<file path="config.mk">
export PLATFORM = sky130hd
export DESIGN_NAME = bit_lut_butterfly
export DESIGN_NICKNAME = d
export VERILOG_FILES = /design/src/rtl/bit_lut_butterfly.sv
export SDC_FILE = /design/constraint.sdc
export NUM_CORES = 1
export LEC_CHECK = 0
export BUFFER_PORTS_ARGS = -buffer_cell sky130_fd_sc_hd__clkbuf_2
export CAP_MARGIN = 30
export CORE_MARGIN = 4
export CORE_UTILIZATION = 50
export DETAILED_ROUTE_END_ITERATION = 10
export PLACE_DENSITY = 0.77
export SYNTH_ARGS = -nofsm -noshare
export SYNTH_HDL_FRONTEND = slang
export SYNTH_SLANG_ARGS = --single-unit
</file>
<file path="constraint.sdc">
create_clock -name clk -period 0.8 [get_ports clk]
set_input_delay 0.16 -clock clk [delete_from_list [all_inputs] [get_ports clk]]
set_output_delay 0.16 -clock clk [all_outputs]
set_load 0.01 [all_outputs]
</file>
<file path="src/rtl/bit_lut_butterfly.sv">
module bit_lut_butterfly #(
  parameter int XLEN = 64
) (
  input  logic            clk,
  input  logic            rst_n,
  input  logic [1:0]      mode_i,
  input  logic            zero_i,
  input  logic [XLEN-1:0] data_i,
  input  logic [XLEN-1:0] amount_i,
  input  logic [7:0]      imm_i,
  output logic [XLEN-1:0] result_o
);
  localparam int STAGES = $clog2(XLEN);

  logic [XLEN-1:0] net [STAGES+1];
  logic [STAGES-1:0] stage_en;

  assign stage_en = amount_i[STAGES-1:0];
  assign net[0]   = zero_i ? '0 : data_i;

  for (genvar k = 0; k < STAGES; k++) begin : g_stage
    localparam int CHUNK = 1 << k;
    for (genvar j = 0; j < XLEN; j++) begin : g_bit
      localparam int PARTNER = j ^ CHUNK;
      localparam bit UPPER = ((j >> k) & 1) != 0;
      logic self_b, part_b, lut_b, f_b;
      logic [3:0] table_w;
      assign self_b  = net[k][j];
      assign part_b  = net[k][PARTNER];
      assign table_w = UPPER ? imm_i[7:4] : imm_i[3:0];
      assign lut_b   = table_w[{part_b, self_b}];
      assign f_b     = mode_i[1] ? lut_b :
                       mode_i[0] ? (self_b | part_b) : part_b;
      assign net[k+1][j] = stage_en[k] ? f_b : self_b;
    end
  end

  always_ff @(posedge clk or negedge rst_n) begin
    if (!rst_n) result_o <= '0;
    else        result_o <= net[STAGES];
  end

  logic seen_q;
  always_ff @(posedge clk or negedge rst_n) begin
    if (!rst_n) seen_q <= 1'b0;
    else        seen_q <= 1'b1;
  end

  assert_pass_R12: assert property (@(posedge clk) disable iff (!rst_n)
    seen_q && ($past(amount_i[STAGES-1:0]) == '0) |->
      result_o == ($past(zero_i) ? '0 : $past(data_i)));

  assert_swap_popcount_R5: assert property (@(posedge clk) disable iff (!rst_n)
    seen_q && ($past(mode_i) == 2'b00) && !$past(zero_i) |->
      $countones(result_o) == $countones($past(data_i)));

  assert_or_keeps_ones_R6: assert property (@(posedge clk) disable iff (!rst_n)
    seen_q && ($past(mode_i) == 2'b01) && !$past(zero_i) |->
      (result_o & $past(data_i)) == $past(data_i));

  assert_zero_fixed_R9: assert property (@(posedge clk) disable iff (!rst_n)
    seen_q && !$past(mode_i[1]) && $past(zero_i) |-> result_o == '0);

  assert_lut_clear_R7: assert property (@(posedge clk) disable iff (!rst_n)
    seen_q && $past(mode_i[1]) && ($past(imm_i) == 8'h00) &&
    ($past(amount_i[STAGES-1:0]) != '0) |-> result_o == '0);

  assert_lut_set_R7: assert property (@(posedge clk) disable iff (!rst_n)
    seen_q && $past(mode_i[1]) && ($past(imm_i) == 8'hFF) &&
    ($past(amount_i[STAGES-1:0]) != '0) |-> result_o == '1);
endmodule

</file>
==> results of run 1 <==
[logic make-up after synthesis]
group / count (synthesis)
AOI/OAI and AO/OA: 1293
and+or+nand+nor: 1034
muxes: 375
buffers and inverters: 308
DFF: 64
[metrics by stage]
| stage | util | setup TNS (ps) | cells | hold slack, ps |
|---|---|---|---|---|
| after CTS | 0.8889 | -198770 | 4997 | 283.5 |
| after detailed placement | 0.7812 | -229340 | 4840 | 199.0 |
| after global placement | 0.7812 | -222640 | 4840 | 191.0 |
| after floorplan | - | -178310 | 3074 | -135.6 |
[cell usage after synthesis (33+ instances only)]
cell      instances  share of area
a211o_1          40          0.016
a211oi_1        107          0.036
a21o_1           37          0.013
a21oi_1         214          0.049
a31oi_1          60          0.017
and2_1           40          0.011
buf_2            57          0.013
clkbuf_1        154          0.026
dfrtp_1          64          0.073
inv_1            47         0.0080
mux2i_1         326           0.15
nand2_1         263          0.045
nand2b_1         39          0.011
nand3_1          92          0.021
nand3b_1         38          0.013
nor2_1          224          0.038
nor2b_1          42          0.012
nor3_1           84          0.019
o211a_1          33          0.015
o211ai_1         90          0.031
o21ai_0         177          0.040
o22ai_1          36          0.010
[per-layer routing]
metal	GRT usage	GRT overflow
met5	0.2052	0
met4	0.6926	17
met3	0.5477	0
met2	0.9091	22
met1	0.7585	0
[what timing repair did]
item | 4_1_cts
buffers inserted | 140
endpoints found under the hold margin | 64
cloned | 7
pin swaps | 232
endpoints found under the setup margin | 128
hold buffers | 1
gates resized for setup | 636
==> summary.md, run 1 <==
| Metric | Value |
|---|---|
| Outcome | did not finish |
| Stage where the run ended | global routing (5_1_grt) |
| Error | [ERROR GRT-0116] Global routing finished with congestion. Check the congestion regions in the DRC Viewer. |
| Post-Syn Instances | 3074 |
| Initial Utilization | 0.5084 |
| First-pass GRT wire length | ~270000 um |
| Post-DP Area | ~0.034 mm2 |
| Synth Area in Compound Gates | 0.4414 |
| Main combinational cell family by area after synthesis | compound AO/OA/AOI/OAI gates |
| Seq/Total Area, Yosys | 0.07264 |
| Simple-gate area share of the yosys netlist | 0.2396 |
| Synth Area in XOR/XNOR | 0 |
| Die width | approximately 220 um |
| Gr usage total | 0.7319 |
| Clk buf depth | 2 |
| Asr flop ratio synth | 1.000 |
| Yosys reg bits | between 60 and 70 |
| Yosys cell types | 125 |
| # IOs | approximately 210 |
| # H-tree levels | 3 |
| DP HPWL | between 100000 and 150000 um |
| Multiplexer share of the synthesized area | 0.1822 |
| Gpl congestion | 1.183 |
| Num CTS Buffers | 9 |
| Vias in the first global route | ~43000 |
| Clock Tree Root | clkbuf_16 |
| Pre-CTS setup slack | -3862 ps |
| Post-synthesis net count | 3215 |
| Gr ovfl total | 39 |
| Number of port buffers | between 100 and 150 |
| Mapped Area | between 0.02 and 0.025 mm2 |
| Post-synth EDFFs | 0 |
| Num rows | 76 |
| Sink Count | 64 |
| YS warnings | 0 |
| Largest net degree at the start of global routing | 65 |
| Prevailing post-synth register cell | dfrtp_1 |
| Post-Synthesis Mean Instance Area | 7.172 um2 |
| Area share of fa/ha/maj cells after synthesis | 0 |
| Die height | roughly 220 um |
==> inputs of run 2 (changes only) <==
--- a/config.mk
+++ b/config.mk
@@ -8,9 +8,9 @@
 export BUFFER_PORTS_ARGS = -buffer_cell sky130_fd_sc_hd__clkbuf_2
 export CAP_MARGIN = 30
 export CORE_MARGIN = 4
-export CORE_UTILIZATION = 50
+export CORE_UTILIZATION = 35
 export DETAILED_ROUTE_END_ITERATION = 10
-export PLACE_DENSITY = 0.77
+export PLACE_DENSITY_LB_ADDON = 0.15
 export SYNTH_ARGS = -nofsm -noshare
 export SYNTH_HDL_FRONTEND = slang
 export SYNTH_SLANG_ARGS = --single-unit
==> summary.md, run 2 <==
| Metric | Value |
|---|---|
| Outcome | finished, violations left |
| Failing checks | negative setup slack |
| Die width | 259.0 um (+19%) |
| # H-tree levels | 3 (unchanged) |
| Initial Utilization | 0.3553 (-0.1531) |
| # setup viols final | around 130 |
| Area Overhead vs Synth | 94.42% |
| CTS tree | yes |
| Slew @ Worst Pin | 802.2 ps |
| Gr usage total | 0.4779 |
| RSZ-0062 raised after global routing | yes |
| CORE AREA | between 0.06 and 0.07 mm2 |
| Area of the multi-input gates | ~0.025 mm2 |
| First-pass GRT wire length | ~240000 um |
| Vias in the first global route | ~36000 |
| Final Util | 0.6907 |
| DR WL/cell | roughly 32 um |
| Relative slew slack | 0.4632 |
| Clk buf depth | 2 (unchanged) |
| Largest net degree at the start of global routing | 65 |
| Critical path launch point type | input port |
| CP Cell Sequence | buf_16 > buf_16 > buf_12 > nand2_8 > buf_12 > buf_6 > mux2i_1 > o22a_2 > buf_6 > o211a_4 > a211oi_4 > or2_4 > mux2i_1 > o22a_1 > buf_12 > buf_8 > mux2i_4 > a2bb2oi_4 > mux2i_2 > a22oi_2 > buf_4 > a21boi_2 > a2bb2oi_2 |
| CP max stage cell | a211oi_4 |
| Seq/Total Area, Yosys | 0.07264 (unchanged) |
| Synth top area share | 0.1480 (unchanged) |
| Critical path capture point type | flop |
| DRT iter0 DRCs | between 4000 and 5000 |
| Worst min-delay path category | in -> reg |
| YS warnings | 0 (unchanged) |
| Max reg flops | 64 |
| Drt total wl | 173100 um |
| Fin crit period | 4093 ps |
| Total number of vias | 36950 |
| Sink Count | 64 (unchanged) |
| Max-cap violations | 0 |
| Asr flop ratio synth | 1.000 (unchanged) |
| Nets | between 4000 and 5000 |
| CP peak stage delay | roughly 300 ps |
| First-pass iteration count of the detailed router | 6 |
| Crit Path Max Fanout | 6 |
| Biggest register | result_o |
| Num CTS Buffers | 9 (unchanged) |
| Antenna Nets Post-Route | 0 |
| Post-synth EDFFs | 0 (unchanged) |
| Most common cell after layout, fill and taps aside | buf_4 |
| Largest cells by area after synthesis | mux2i_1 15%, dfrtp_1 7.3%, a21oi_1 4.9% |
| Leak Pwr | roughly 18 nW |
| Critical path data required time | about 1000 ps |
| Biggest regs | result_o (64) |
| Clock Tree Root | clkbuf_16 |
| DRC violations left | 0 |
| Num rows | 91 (+20%) |
| Design area | 0.04286 mm2 |
| Prevailing post-synth register cell | dfrtp_1 |
| Share of layout cells above drive strength 1 | 0.5942 |
| Max-slew violations | 0 |
| CP Buf/Inv Count | 9 |
| Yosys cell types | 125 (unchanged) |
| Number of port buffers | 146 (unchanged) |
| WS Path Type | in -> reg |
| Antenna violations before repair | 4 |
| Die height | 259.0 um (+19%) |
| Most frequent cells in the layout | 1349 x buf_4, 237 x nand2_1, 209 x mux2i_1 |
| Die area | between 0.06 and 0.07 mm2 |
| Post-Syn Instances | 3074 (unchanged) |
| Gr ovfl total | 0 |
| DP HPWL | 133500 um (+13%) |
| Yosys reg bits | 64 (unchanged) |
| Synth area leader | mux2i_1 |
| Clock-pin slew on the worst setup and hold paths | 60 ps |
| Gpl congestion | 1.080 (-8.7%) |
| Critical path data arrival time | around 4300 ps |
| # IOs | 205 (unchanged) |
| Mapped Area | 0.02205 mm2 (unchanged) |
| Most frequent cell after synthesis | mux2i_1 |
| Hold WS | 340.2 ps |
| Final Hold Vio Count | 0 |
| Post-synthesis net count | 3215 (unchanged) |
| Post-Synthesis Mean Instance Area | 7.172 um2 (unchanged) |
| Fmax | roughly 240 MHz |
| Fill count | 5018 |
| Fin crit share | 5.116 |
| Most used cell, CP | buf_12 |
| VDD IR-drop max | ~0.0014 V |
| Reg area | around 0.0016 mm2 |
| Post-DR vias/cell | 6.813 |
| CP delay by family, top | compound AO/OA/AOI/OAI gates |
| Post-synth top cells | 326 x mux2i_1, 263 x nand2_1, 224 x nor2_1, 214 x a21oi_1, 177 x o21ai_0 |
| Final WS setup | -3293 ps |
| Power Density | ~1700 mW/mm2 |
| Post-DP Area | 0.03478 mm2 (+2.7%) |
-- run 2: cell families after synthesis --
| kind of cell | Yosys count | share of synthesized area |
|---|---|---|
| buffers and inverters | 308 | 0.06419 |
| DFF | 64 | 0.07264 |
| and+or+nand+nor | 1034 | 0.2396 |
| muxes | 375 | 0.1822 |
| AOI/OAI and AO/OA | 1293 | 0.4414 |
-- run 2: metal layers --
metal | GRT usage | wire (um) | up-vias | share of wire
met5 | 0 | 57 | - | 0.00033
met1 | 0.6091 | 63410 | 17820 | 0.37
met4 | 0.3043 | 15370 | 8 | 0.089
li1 | - | - | 15240 | -
met3 | 0.1353 | 23880 | 947 | 0.14
met2 | 0.7076 | 70360 | 2934 | 0.41
-- run 2: worst paths after layout --
path / start / endpoint / depth (start not counted) / slack [ps]
worst min-delay path: amount_i[5] / result_o[57] / 4 / 340
worst max-delay path: mode_i[1] / result_o[3] / 23 / -3290
min in group asynchronous: rst_n / result_o[35] / 3 / 370
max in group asynchronous: rst_n / result_o[28] / 3 / 120
-- run 2: what timing repair did --
action                                 in CTS  in global routing
gates cloned                                6                  1
gates resized for setup                   552                624
hold buffers                                1                  0
pin swaps                                 193                233
setup buffers                             144                126
endpoints found under the hold margin      64                  0
setup endpoints to repair                 128                128
-- run 2: power by group --
| part | internal, mW | switching (mW) |
|---|---|---|
| sequential | 4.84 | 0.588 |
| combinational | 30.9 | 33.2 |
| clock | 2.43 | 1.55 |
| total | 38.2 | 35.3 |
-- run 2: worst min-delay path, stage by stage --
cell and delay [ps]:
clkbuf_2 100, buf_4 190, o211ai_1 110, a21oi_1 90
-- run 2: per-stage QoR --
stage / power [mW] / setup WS, ps / setup TNS, ps / instances
floorplan: 30.96 / -2968 / -178310 / 3074
global placement: 53.16 / -3910 / -233260 / 5152
detailed placement: 54.03 / -3940 / -236420 / 5152
CTS: 64.13 / -3176 / -207140 / 5316
global route: 75.91 / -3299 / -218750 / 5421
finish: 73.49 / -3293 / -213140 / 5423
-- run 2: layout make-up --
class                   instances  area share
multi-input cells            2702      0.5813
repair buffers               1750      0.3449
flip-flops and latches         64     0.03736
well taps                     837     0.02443
clock buffers                  12    0.005517
inverters                      52    0.005050
clock inverters                 4    0.001284
diodes                          2   0.0001168
(Power assumes the default switching activity.)
